<file path="src/rtl/vseq_pkg.sv">
package vseq_pkg;

  localparam int FLAG_IMM_BIT  = 31;
  localparam int FLAG_END_BIT  = 30;
  localparam int FLAG_DBG_BIT  = 28;
  localparam int FLAG_TRAP_BIT = 27;
  localparam int PAIR_BYTES    = 8;

  typedef struct packed {
    logic imm;
    logic fin;
    logic dbg;
    logic trap;
  } pair_flags_t;

  function automatic pair_flags_t decode_flags(input logic [31:0] upper);
    pair_flags_t f;
    f.imm  = upper[FLAG_IMM_BIT];
    f.fin  = upper[FLAG_END_BIT];
    f.dbg  = upper[FLAG_DBG_BIT];
    f.trap = upper[FLAG_TRAP_BIT];
    return f;
  endfunction

endpackage

</file>
<file path="src/rtl/vseq_branch_unit.sv">
module vseq_branch_unit
  import vseq_pkg::*;
#(
  parameter int PC_W = 14
) (
  input  logic            clk,
  input  logic            rst_n,
  input  logic            clr_i,
  input  logic            issue_i,
  input  logic            arm_i,
  input  logic [PC_W-1:0] target_i,
  input  logic [PC_W-1:0] pc_i,
  output logic [PC_W-1:0] pc_next_o,
  output logic            pend_next_o,
  output logic            pend_o
);

  localparam logic [PC_W-1:0] STEP = PC_W'(PAIR_BYTES);

  logic            pend_q, pend_d;
  logic [PC_W-1:0] tgt_q, tgt_d;
  logic            en;

  // A pending target is applied after the current pair; a branch taken in the
  // same pair (the delay slot) replaces it and is applied one pair later.
  always_comb begin
    pend_d    = pend_q;
    tgt_d     = tgt_q;
    pc_next_o = pc_i + STEP;
    if (issue_i) begin
      if (pend_q) begin
        pc_next_o = tgt_q;
        pend_d    = 1'b0;
      end
      if (arm_i) begin
        pend_d = 1'b1;
        tgt_d  = target_i;
      end
    end
    if (clr_i) pend_d = 1'b0;
  end

  assign en          = clr_i | issue_i;
  assign pend_next_o = pend_d;
  assign pend_o      = pend_q;

  always_ff @(posedge clk or negedge rst_n) begin
    if (!rst_n) begin
      pend_q <= 1'b0;
      tgt_q  <= '0;
    end else if (en) begin
      pend_q <= pend_d;
      tgt_q  <= tgt_d;
    end
  end

  assert_arm_pending_R4: assert property (@(posedge clk) disable iff (!rst_n)
    issue_i && arm_i && !clr_i |=> pend_q);

  assert_pend_consumed_R5: assert property (@(posedge clk) disable iff (!rst_n)
    issue_i && pend_q && !arm_i |=> !pend_q);

endmodule

</file>
<file path="src/rtl/vseq_stop_ctl.sv">
module vseq_stop_ctl
  import vseq_pkg::*;
(
  input  logic        clk,
  input  logic        rst_n,
  input  logic        start_i,
  input  pair_flags_t flags_i,
  input  logic        dbg_en_i,
  input  logic        trap_en_i,
  input  logic        br_pend_next_i,
  output logic        run_o,
  output logic        tail_o,
  output logic        start_ok_o,
  output logic        dbg_stat_o,
  output logic        trap_stat_o,
  output logic        irq_o
);

  logic run_q, run_d, tail_q, tail_d, epend_q, epend_d;
  logic dbg_q, dbg_d, trap_q, trap_d, irq_q, irq_d;
  logic hit_dbg, hit_trap, stop, start_ok, en;

  always_comb begin
    start_ok = start_i & ~run_q & ~tail_q;
    hit_dbg  = run_q & flags_i.dbg & dbg_en_i;
    hit_trap = run_q & flags_i.trap & trap_en_i;
    stop     = run_q & (epend_q | hit_dbg | hit_trap);

    run_d   = run_q;
    tail_d  = 1'b0;
    epend_d = epend_q;
    dbg_d   = dbg_q | hit_dbg;
    trap_d  = trap_q | hit_trap;
    irq_d   = hit_dbg | hit_trap;

    if (start_ok) begin
      run_d   = 1'b1;
      epend_d = 1'b0;
      dbg_d   = 1'b0;
      trap_d  = 1'b0;
    end else if (stop) begin
      run_d   = 1'b0;
      epend_d = 1'b0;
      tail_d  = br_pend_next_i;
    end else if (run_q && flags_i.fin) begin
      epend_d = 1'b1;
    end
  end

  assign en = start_ok | run_q | tail_q | irq_q;

  always_ff @(posedge clk or negedge rst_n) begin
    if (!rst_n) begin
      run_q   <= 1'b0;
      tail_q  <= 1'b0;
      epend_q <= 1'b0;
      dbg_q   <= 1'b0;
      trap_q  <= 1'b0;
      irq_q   <= 1'b0;
    end else if (en) begin
      run_q   <= run_d;
      tail_q  <= tail_d;
      epend_q <= epend_d;
      dbg_q   <= dbg_d;
      trap_q  <= trap_d;
      irq_q   <= irq_d;
    end
  end

  assign run_o       = run_q;
  assign tail_o      = tail_q;
  assign start_ok_o  = start_ok;
  assign dbg_stat_o  = dbg_q;
  assign trap_stat_o = trap_q;
  assign irq_o       = irq_q;

  assert_run_tail_excl_R10: assert property (@(posedge clk) disable iff (!rst_n)
    !(run_q && tail_q));

  assert_tail_once_R10: assert property (@(posedge clk) disable iff (!rst_n)
    tail_q |=> !tail_q);

  assert_end_stop_R6: assert property (@(posedge clk) disable iff (!rst_n)
    run_q && epend_q |=> !run_q);

  assert_irq_pulse_R7: assert property (@(posedge clk) disable iff (!rst_n)
    irq_q |=> !irq_q);

  assert_irq_cause_R8: assert property (@(posedge clk) disable iff (!rst_n)
    irq_q |-> (dbg_q || trap_q));

endmodule

</file>
<file path="src/rtl/vseq_top.sv">
module vseq_top
  import vseq_pkg::*;
#(
  parameter int PC_W = 14
) (
  input  logic            clk,
  input  logic            rst_n,
  input  logic            start_i,
  input  logic [PC_W-1:0] start_pc_i,
  input  logic            dbg_en_i,
  input  logic            trap_en_i,
  input  logic [31:0]     upper_i,
  input  logic [31:0]     lower_i,
  input  logic            br_taken_i,
  input  logic [PC_W-1:0] br_target_i,
  output logic [PC_W-1:0] pc_o,
  output logic            issue_o,
  output logic            running_o,
  output logic            dbg_stat_o,
  output logic            trap_stat_o,
  output logic            irq_o,
  output logic [31:0]     imm_o
);

  localparam int ALIGN = $clog2(PAIR_BYTES);

  logic            rst_meta, rst_n_s;
  pair_flags_t     flags;
  logic            run, tail, issue, start_ok, pend, pend_next;
  logic [PC_W-1:0] pc_q, pc_d, pc_next;
  logic [31:0]     imm_q;
  logic            pc_en, imm_en;
  logic            unused_upper_bits;

  // Reset asserts at once and releases after two edges.
  always_ff @(posedge clk or negedge rst_n) begin
    if (!rst_n) begin
      rst_meta <= 1'b0;
      rst_n_s  <= 1'b0;
    end else begin
      rst_meta <= 1'b1;
      rst_n_s  <= rst_meta;
    end
  end

  assign flags             = decode_flags(upper_i);
  assign unused_upper_bits = ^{upper_i[29], upper_i[26:0]};
  assign issue             = run | tail;

  vseq_stop_ctl u_stop (
    .clk            (clk),
    .rst_n          (rst_n_s),
    .start_i        (start_i),
    .flags_i        (flags),
    .dbg_en_i       (dbg_en_i),
    .trap_en_i      (trap_en_i),
    .br_pend_next_i (pend_next),
    .run_o          (run),
    .tail_o         (tail),
    .start_ok_o     (start_ok),
    .dbg_stat_o     (dbg_stat_o),
    .trap_stat_o    (trap_stat_o),
    .irq_o          (irq_o)
  );

  vseq_branch_unit #(.PC_W(PC_W)) u_branch (
    .clk         (clk),
    .rst_n       (rst_n_s),
    .clr_i       (start_ok),
    .issue_i     (issue),
    .arm_i       (run & br_taken_i),
    .target_i    (br_target_i),
    .pc_i        (pc_q),
    .pc_next_o   (pc_next),
    .pend_next_o (pend_next),
    .pend_o      (pend)
  );

  always_comb begin
    pc_en  = start_ok | issue;
    imm_en = issue & flags.imm;
    pc_d   = start_ok ? {start_pc_i[PC_W-1:ALIGN], {ALIGN{1'b0}}} : pc_next;
  end

  always_ff @(posedge clk or negedge rst_n_s) begin
    if (!rst_n_s) begin
      pc_q  <= '0;
      imm_q <= '0;
    end else begin
      if (pc_en)  pc_q  <= pc_d;
      if (imm_en) imm_q <= lower_i;
    end
  end

  assign pc_o      = pc_q;
  assign imm_o     = imm_q;
  assign issue_o   = issue;
  assign running_o = run;

  assert_pc_step_R3: assert property (@(posedge clk) disable iff (!rst_n_s)
    issue && !pend |=> pc_q == $past(pc_q) + PC_W'(PAIR_BYTES));

  assert_pc_hold_R6: assert property (@(posedge clk) disable iff (!rst_n_s)
    !issue && !start_ok |=> $stable(pc_q));

  assert_start_align_R2: assert property (@(posedge clk) disable iff (!rst_n_s)
    start_ok |=> pc_q[ALIGN-1:0] == '0 && run);

  assert_imm_hold_R9: assert property (@(posedge clk) disable iff (!rst_n_s)
    !(issue && flags.imm) |=> $stable(imm_q));

endmodule

</file>
<file path="config.mk">
export PLATFORM = sky130hd
export DESIGN_NAME = vseq_top
export DESIGN_NICKNAME = d
export VERILOG_FILES = /design/src/rtl/vseq_pkg.sv /design/src/rtl/vseq_branch_unit.sv /design/src/rtl/vseq_stop_ctl.sv /design/src/rtl/vseq_top.sv
export SDC_FILE = /design/constraint.sdc
export NUM_CORES = 1
export LEC_CHECK = 0
export BUFFER_PORTS_ARGS = -buffer_cell sky130_fd_sc_hd__buf_2
export CORE_ASPECT_RATIO = 1.5
export CORE_MARGIN = 1.5
export CORE_UTILIZATION = 50
export DETAILED_ROUTE_END_ITERATION = 7
export PLACE_DENSITY = 0.85
export SYNTH_ARGS = -nofsm -noshare
export SYNTH_HDL_FRONTEND = slang
export SYNTH_HIERARCHICAL = 1
export SYNTH_SLANG_ARGS = --single-unit
</file>
<file path="constraint.sdc">
create_clock -name clk -period 5.4 [get_ports clk]
set_clock_uncertainty 0.05 [all_clocks]
set_input_delay 0 -clock clk [delete_from_list [all_inputs] [get_ports clk]]
set_output_delay 0 -clock clk [all_outputs]
set_load 0.03 [all_outputs]
</file>
# Yosys cells after proc, flatten, opt, wreduce, memory -nomap -nowiden
# Index checks and enable logic that the tools add are counted.
dict set report word_totals {
  register_bits 69
  latch_bits 0
  ramBits 0
  mem_bits_ro 0
  inputBits 98
  output_inout_bits 51
  elab_cells 55
  memories 0
}
dict set report op_classes {
  add_sub_neg 1
  n_mul 0
  div_mod_pow 0
  order_cmp 0
  n_eq_ne 0
  n_shift 0
  n_mux 15
  bitwise_logic 21
  reduce_logical 6
}
# operator count
set op_table {}
lappend op_table {{14-bit two-way mux} 3}
lappend op_table {{14-bit by 4-bit adder with 14-bit output, second input constant} 1}
lappend op_table {{1-bit two-way mux} 12}
lappend op_table {{1-bit bitwise OR} 10}
lappend op_table {{1-bit bitwise AND} 9}
lappend op_table {{2-bit AND reduction} 2}
lappend op_table {{3-bit AND reduction} 1}
lappend op_table {{3-bit nonzero test} 1}
lappend op_table {{1-bit NOT} 2}
lappend op_table {{2-bit nonzero test} 1}
lappend op_table {{1-bit logical AND} 1}

# Longest topological paths before layout
dict set report depth {
  depth_word 7
  ltp_mapped 10
  depth_no_buf 7
}

# Modules after synthesis
# Netlist, hierarchy kept.
# module instances cells_each area_each_um2 seq_area_each_um2
set modules_own_cells {}
lappend modules_own_cells {vseq_top 1 149 2028.2 1201.2}
lappend modules_own_cells {vseq_branch_unit 1 87 890.9 375.4}
lappend modules_own_cells {vseq_stop_ctl 1 21 254.0 150.1}

# Worst setup path after synthesis
# Ideal clock, no wire load.
dict set report synth_path {
  kind {register -> register}
  startpoint {register u_stop.run_q (netlist: u_stop/run_o)}
  endpoint {register pc_q[10] (netlist: pc_o[10])}
  setup_time_ns 0.104
  arrival_ns 2.469
  required_time_ns 5.246
  path_slack_ns 2.777
  path_stages_with_launch 10
  path_buffers 2
  synth_period_minus_slack_ns 2.623
  cell_sequence {dfrtp_1 -> nor2_1 -> clkbuf_1 -> inv_1 -> and2_1 -> clkbuf_1 -> or4_1 -> nand3_1 -> inv_1 -> o311ai_1}
}
dict set report synth_between {
  word_cells_on_any_way 7
  cone_classes {2 x mux; 5 x bitwise}
}
# element line_no
set synth_lines {}
lappend synth_lines {{from (decl)} vseq_stop_ctl.sv:19} ;# logic run_q, run_d, tail_q, tail_d, epend_q, epend_d;
lappend synth_lines {{from (signal assigned)} vseq_stop_ctl.sv:61} ;# run_q <= run_d;
lappend synth_lines {{1-bit bitwise OR} vseq_top.sv:48} ;# assign issue = run | tail;
lappend synth_lines {{named net issue_o} vseq_top.sv:17} ;# output logic issue_o,
lappend synth_lines {{14-bit two-way mux} vseq_branch_unit.sv:30} ;# if (issue_i) begin
lappend synth_lines {{named net pc_next[10]} vseq_top.sv:30} ;# logic [PC_W-1:0] pc_q, pc_d, pc_next;
lappend synth_lines {{14-bit two-way mux} vseq_top.sv:82} ;# pc_d = start_ok ? {start_pc_i[PC_W-1:ALIGN], {ALIGN{1'b0}}} : pc_next;
lappend synth_lines {{to (signal assigned)} vseq_top.sv:90} ;# if (pc_en) pc_q <= pc_d;
lappend synth_lines {{to (decl)} vseq_top.sv:30}
# The timed path passes the listed nets, and every way through them passes these cells.
# A chain may end at the register's enable or synchronous reset.

# Worst setup path in the final report
dict set report layout_path {
  startpoint {register u_stop.run_q (netlist: u_stop/run_o)}
  endpoint {register pc_q[10] (netlist: pc_o[10])}
}
dict set report layout_between {
  word_cells_on_any_way 7
  cone_classes {2 x mux; 5 x bitwise}
}
# element line_no
set layout_lines {}
lappend layout_lines {{1-bit bitwise OR} vseq_top.sv:48}
lappend layout_lines {{14-bit two-way mux} vseq_branch_unit.sv:30}
lappend layout_lines {{named net pc_next[10]} vseq_top.sv:30}
lappend layout_lines {{14-bit two-way mux} vseq_top.sv:82}
# The timed path passes the listed nets, and every way through them passes these cells.

==> impl_metrics.csv <==
group,metric,value,unit
yosys,post-synth-top-area-fraction,0.544,
worst_setup_path,critPathSlowestCell,"nor2_1",
power,seqPwrFrac,0.385,
yosys,yosys_most_used_dff,"dfrtp_1",
power,pwr-share-clk,0.151,
clocking,clock_sinks,69,
layout,regArea,1730,µm²
yosys,synth_edf_count,0,
floorplan,die_h,101,µm
global_route,grt_pass1_wl,12800,µm
sta,period_needed,3200,ps
clocking,cts_tree,"done",
power,switching_share,0.440,
yosys,synth_cells,257,
sta,maxSlewViolCount,0,
yosys,syn_area,3170,µm²
floorplan,start_util,0.518,
worst_setup_path,ff2ff_path_depth,7,
global_route,antenna_found_initial,0,
layout,syn_to_final_growth,46.2,%
routing,via_per_inst,5.31,
power,p_int,1370,µW
sta,worst_slew_margin_rel,0.348,
power,p_comb_frac,0.464,
sta,fin_setup_tns,0,ps
worst_setup_path,worstSetupPathType,"flip-flop to flip-flop",
global_route,groute.usage.overall,0.253,
layout,fillers,410,
routing,drt-initial-drc-count,119,
sta,max_freq,313,MHz
floorplan,die-area,6840,µm²
flow_run,drv_cap,0,
layout,drive_gt1_frac,0.409,
yosys,synth.most_common_cell,"dfrtp_1",
clocking,clk_latency,340,ps
worst_setup_path,critPathMaxFanout,29,
power,cellLeakagePower,0.00216,µW
power,peakVddDrop,405,µV
layout,nets,541,
yosys,synth_top_cell_by_area,"dfrtp_1",
yosys,avgSynthCellArea,12.3,µm²
hold_path,hold_path_class,"input port to flip-flop",
worst_setup_path,path_common_cell,"inv_1",
worst_setup_path,rr_startpoint,"u_stop/run_o",
routing,firstDrtPassIters,4,
sta,tightest_slew,975,ps
clocking,cts_root_buffer,"clkbuf_8",
outcome,outcome,"finished clean",
layout,multi_input_area,1300,µm²
power,p_per_area,527,nW/µm²
worst_setup_path,cp_data_required_time,5590,ps
floorplan,fp-row-count,35,
routing,detail_route.wl_per_cell,15.7,µm
floorplan,core-area,6130,µm²
yosys,synth.yosys.warnings,6,
global_route,grt_pass1_vias,2856,
layout,fin_cells,521,
power,p_sw,1080,µW
yosys,yosys-top-cells-count,"69 x dfrtp_1, 40 x mux2_2, 18 x nand2_1",
yosys,syn_nets,356,
yosys,synth_area_leaders,"dfrtp_1 54%, mux2_2 14%, mux2_1 3.5%",
worst_setup_path,critical_path.max_stage_delay,790,ps
routing,vias,2764,
routing,final_antenna_net_count,0,
place,gp_congestion,0.808,
clocking,ctsHtreeMaxLevel,3,
place,port_buffers,117,
hold_path,holdPathEnd,"u_stop/trap_stat_o",
worst_setup_path,r2r_end,"pc_o[10]",
worst_setup_path,worst_ep_arrival_time,3390,ps
clocking,numCtsBuffers,9,
layout,antenna-diode-count,0,
place,dp.cells,436,
yosys,synth_seq_cells,69,
yosys,postSynth.asyncResetShare,1.00,
clocking,clk_pin_slew_worst_paths,70,ps
floorplan,die-width,68.0,µm
layout,utilization,0.757,
worst_setup_path,path_cells,"nor2_1, inv_1, and2_1, or4_1, nand3_1, inv_1, o311ai_1",
place,hpwl,4940,µm
clocking,clockBufferDepth,2,
hold_path,hold-path-cell-count,3,
sta,finalCritPeriodShare,0.592,
sta,rsz0062_at_grt,"false",
global_route,grt.overflow.total,0,
yosys,synthDistinctLibCells,39,
hold_path,hp-start,"start_i",
worst_setup_path,cp-start-kind,"flip-flop",
routing,drc,0,
sta,finalSetupViolations,0,
worst_setup_path,end_kind,"flip-flop",
global_route,grt_max_degree,68,
clocking,cts_setup_buffers,0,
worst_setup_path,r2r_slack,2200,ps
yosys,seq_area_frac_synth,0.544,
routing,routed_wl,8170,µm
floorplan,ios,149,
sta,finalHoldViolations,0,
## registers in the layout, indices dropped and copies added (netlist names)
| name | flops |
|---|---|
| u_branch/pend_o | 1 |
| imm_o | 32 |
| u_stop/irq_o | 1 |
| u_stop/tail_o | 1 |
| pc_o | 14 |
| rst_n_s | 1 |
| u_stop/dbg_stat_o | 1 |
| u_stop/run_o | 1 |
| u_stop/trap_stat_o | 1 |
| u_stop/epend_q | 1 |
| u_branch/tgt_q | 14 |
| rst_meta | 1 |
## area by class of cell
| class | count | area share |
|---|---|---|
| Sequential cell | 69 | 0.372 |
| Multi-Input combinational cell | 161 | 0.281 |
| Timing Repair Buffer | 188 | 0.278 |
| Inverter | 13 | 0.0105 |
| Clock inverter | 7 | 0.0111 |
| Clock buffer | 9 | 0.0267 |
| Tap cell | 74 | 0.0200 |
## how the worst max path moves through the flow
stage	start	endpoint	slack, ps	depth (start not counted)
after CTS	u_stop/run_o	pc_o[10]	2260	7
final	u_stop/run_o	pc_o[10]	2200	7
after global routing	u_stop/run_o	pc_o[13]	1890	7
after global placement	u_stop/run_o	pc_o[10]	2320	7
after detailed placement	u_stop/run_o	pc_o[10]	2290	7
after floorplan	u_stop/run_o	pc_o[10]	2780	9
## kinds of logic after synthesis
| kind of cell | share of synthesized area |
|---|---|
| muxes | 0.177 |
| other | 0.00118 |
| and+or+nand+nor | 0.125 |
| DFF | 0.544 |
| xor gates and xnor gates | 0.00828 |
| AOI/OAI and AO/OA | 0.0935 |
| buffers and inverters | 0.0469 |
| adders and majority gates | 0.00394 |
## layout by cell type, fill, tap and decap left out, drive strengths merged, types with 4 or more instances in the layout
cell type,synthesis,layout
a21oi,9,9
a31oi,6,6
buf,9,119
clkbuf,5,9
clkinv,0,4
dfrtp,69,69
dlygate4sd3,0,69
inv,13,14
mux2,50,50
nand2,18,18
nand3,6,6
nor2,12,12
o21ai,7,7
o311ai,11,11
or4,4,4
or4b,11,11
## per-layer routing
layer | part of all wire | track usage
met3 | 0.053 | 0.0648
met1 | 0.37 | 0.275
met5 | 0 | 0
met4 | 0.039 | 0.128
met2 | 0.54 | 0.438
## through the flow
stage | setup WS, ps | power (µW) | cell area, µm² | hold slack [ps]
after detailed placement | 2290 | 2020 | 3770 | -262
final | 2200 | 2440 | 4640 | 50.0
after global placement | 2320 | 1980 | 3770 | -265
after floorplan | 2780 | 1710 | 3170 | -346
after global routing | 1890 | 2600 | 4640 | 33.7
after CTS | 2260 | 2450 | 4640 | 36.3
## worst max-delay path, delay by kind of cell (launching register included)
| kind | cells | cell delay, ps |
|---|---|---|
| buffers and inverters | 2 | 310 |
| AND/OR/NAND/NOR | 4 | 1780 |
| flip-flops | 1 | 720 |
| AO/OA/AOI/OAI | 1 | 240 |
## power by group through the flow
| stage | Combinational [µW] | Clock [µW] | Sequential (µW) |
|---|---|---|---|
| after CTS | 1130 | 381 | 934 |
| after global routing | 1220 | 405 | 972 |
| after global placement | 1050 | 0 | 924 |
| final | 1130 | 369 | 940 |
| after floorplan | 450 | 0 | 1260 |
| after detailed placement | 1080 | 0 | 942 |
## repair_timing
action | 4_1_cts | 5_1_grt
hold endpoints to repair | 64 | 0
setup endpoints to repair | 0 | 0
hold buffers | 69 | 0
resized for setup | 0 | 0
Note: power is estimated with default switching activity, not from simulation.
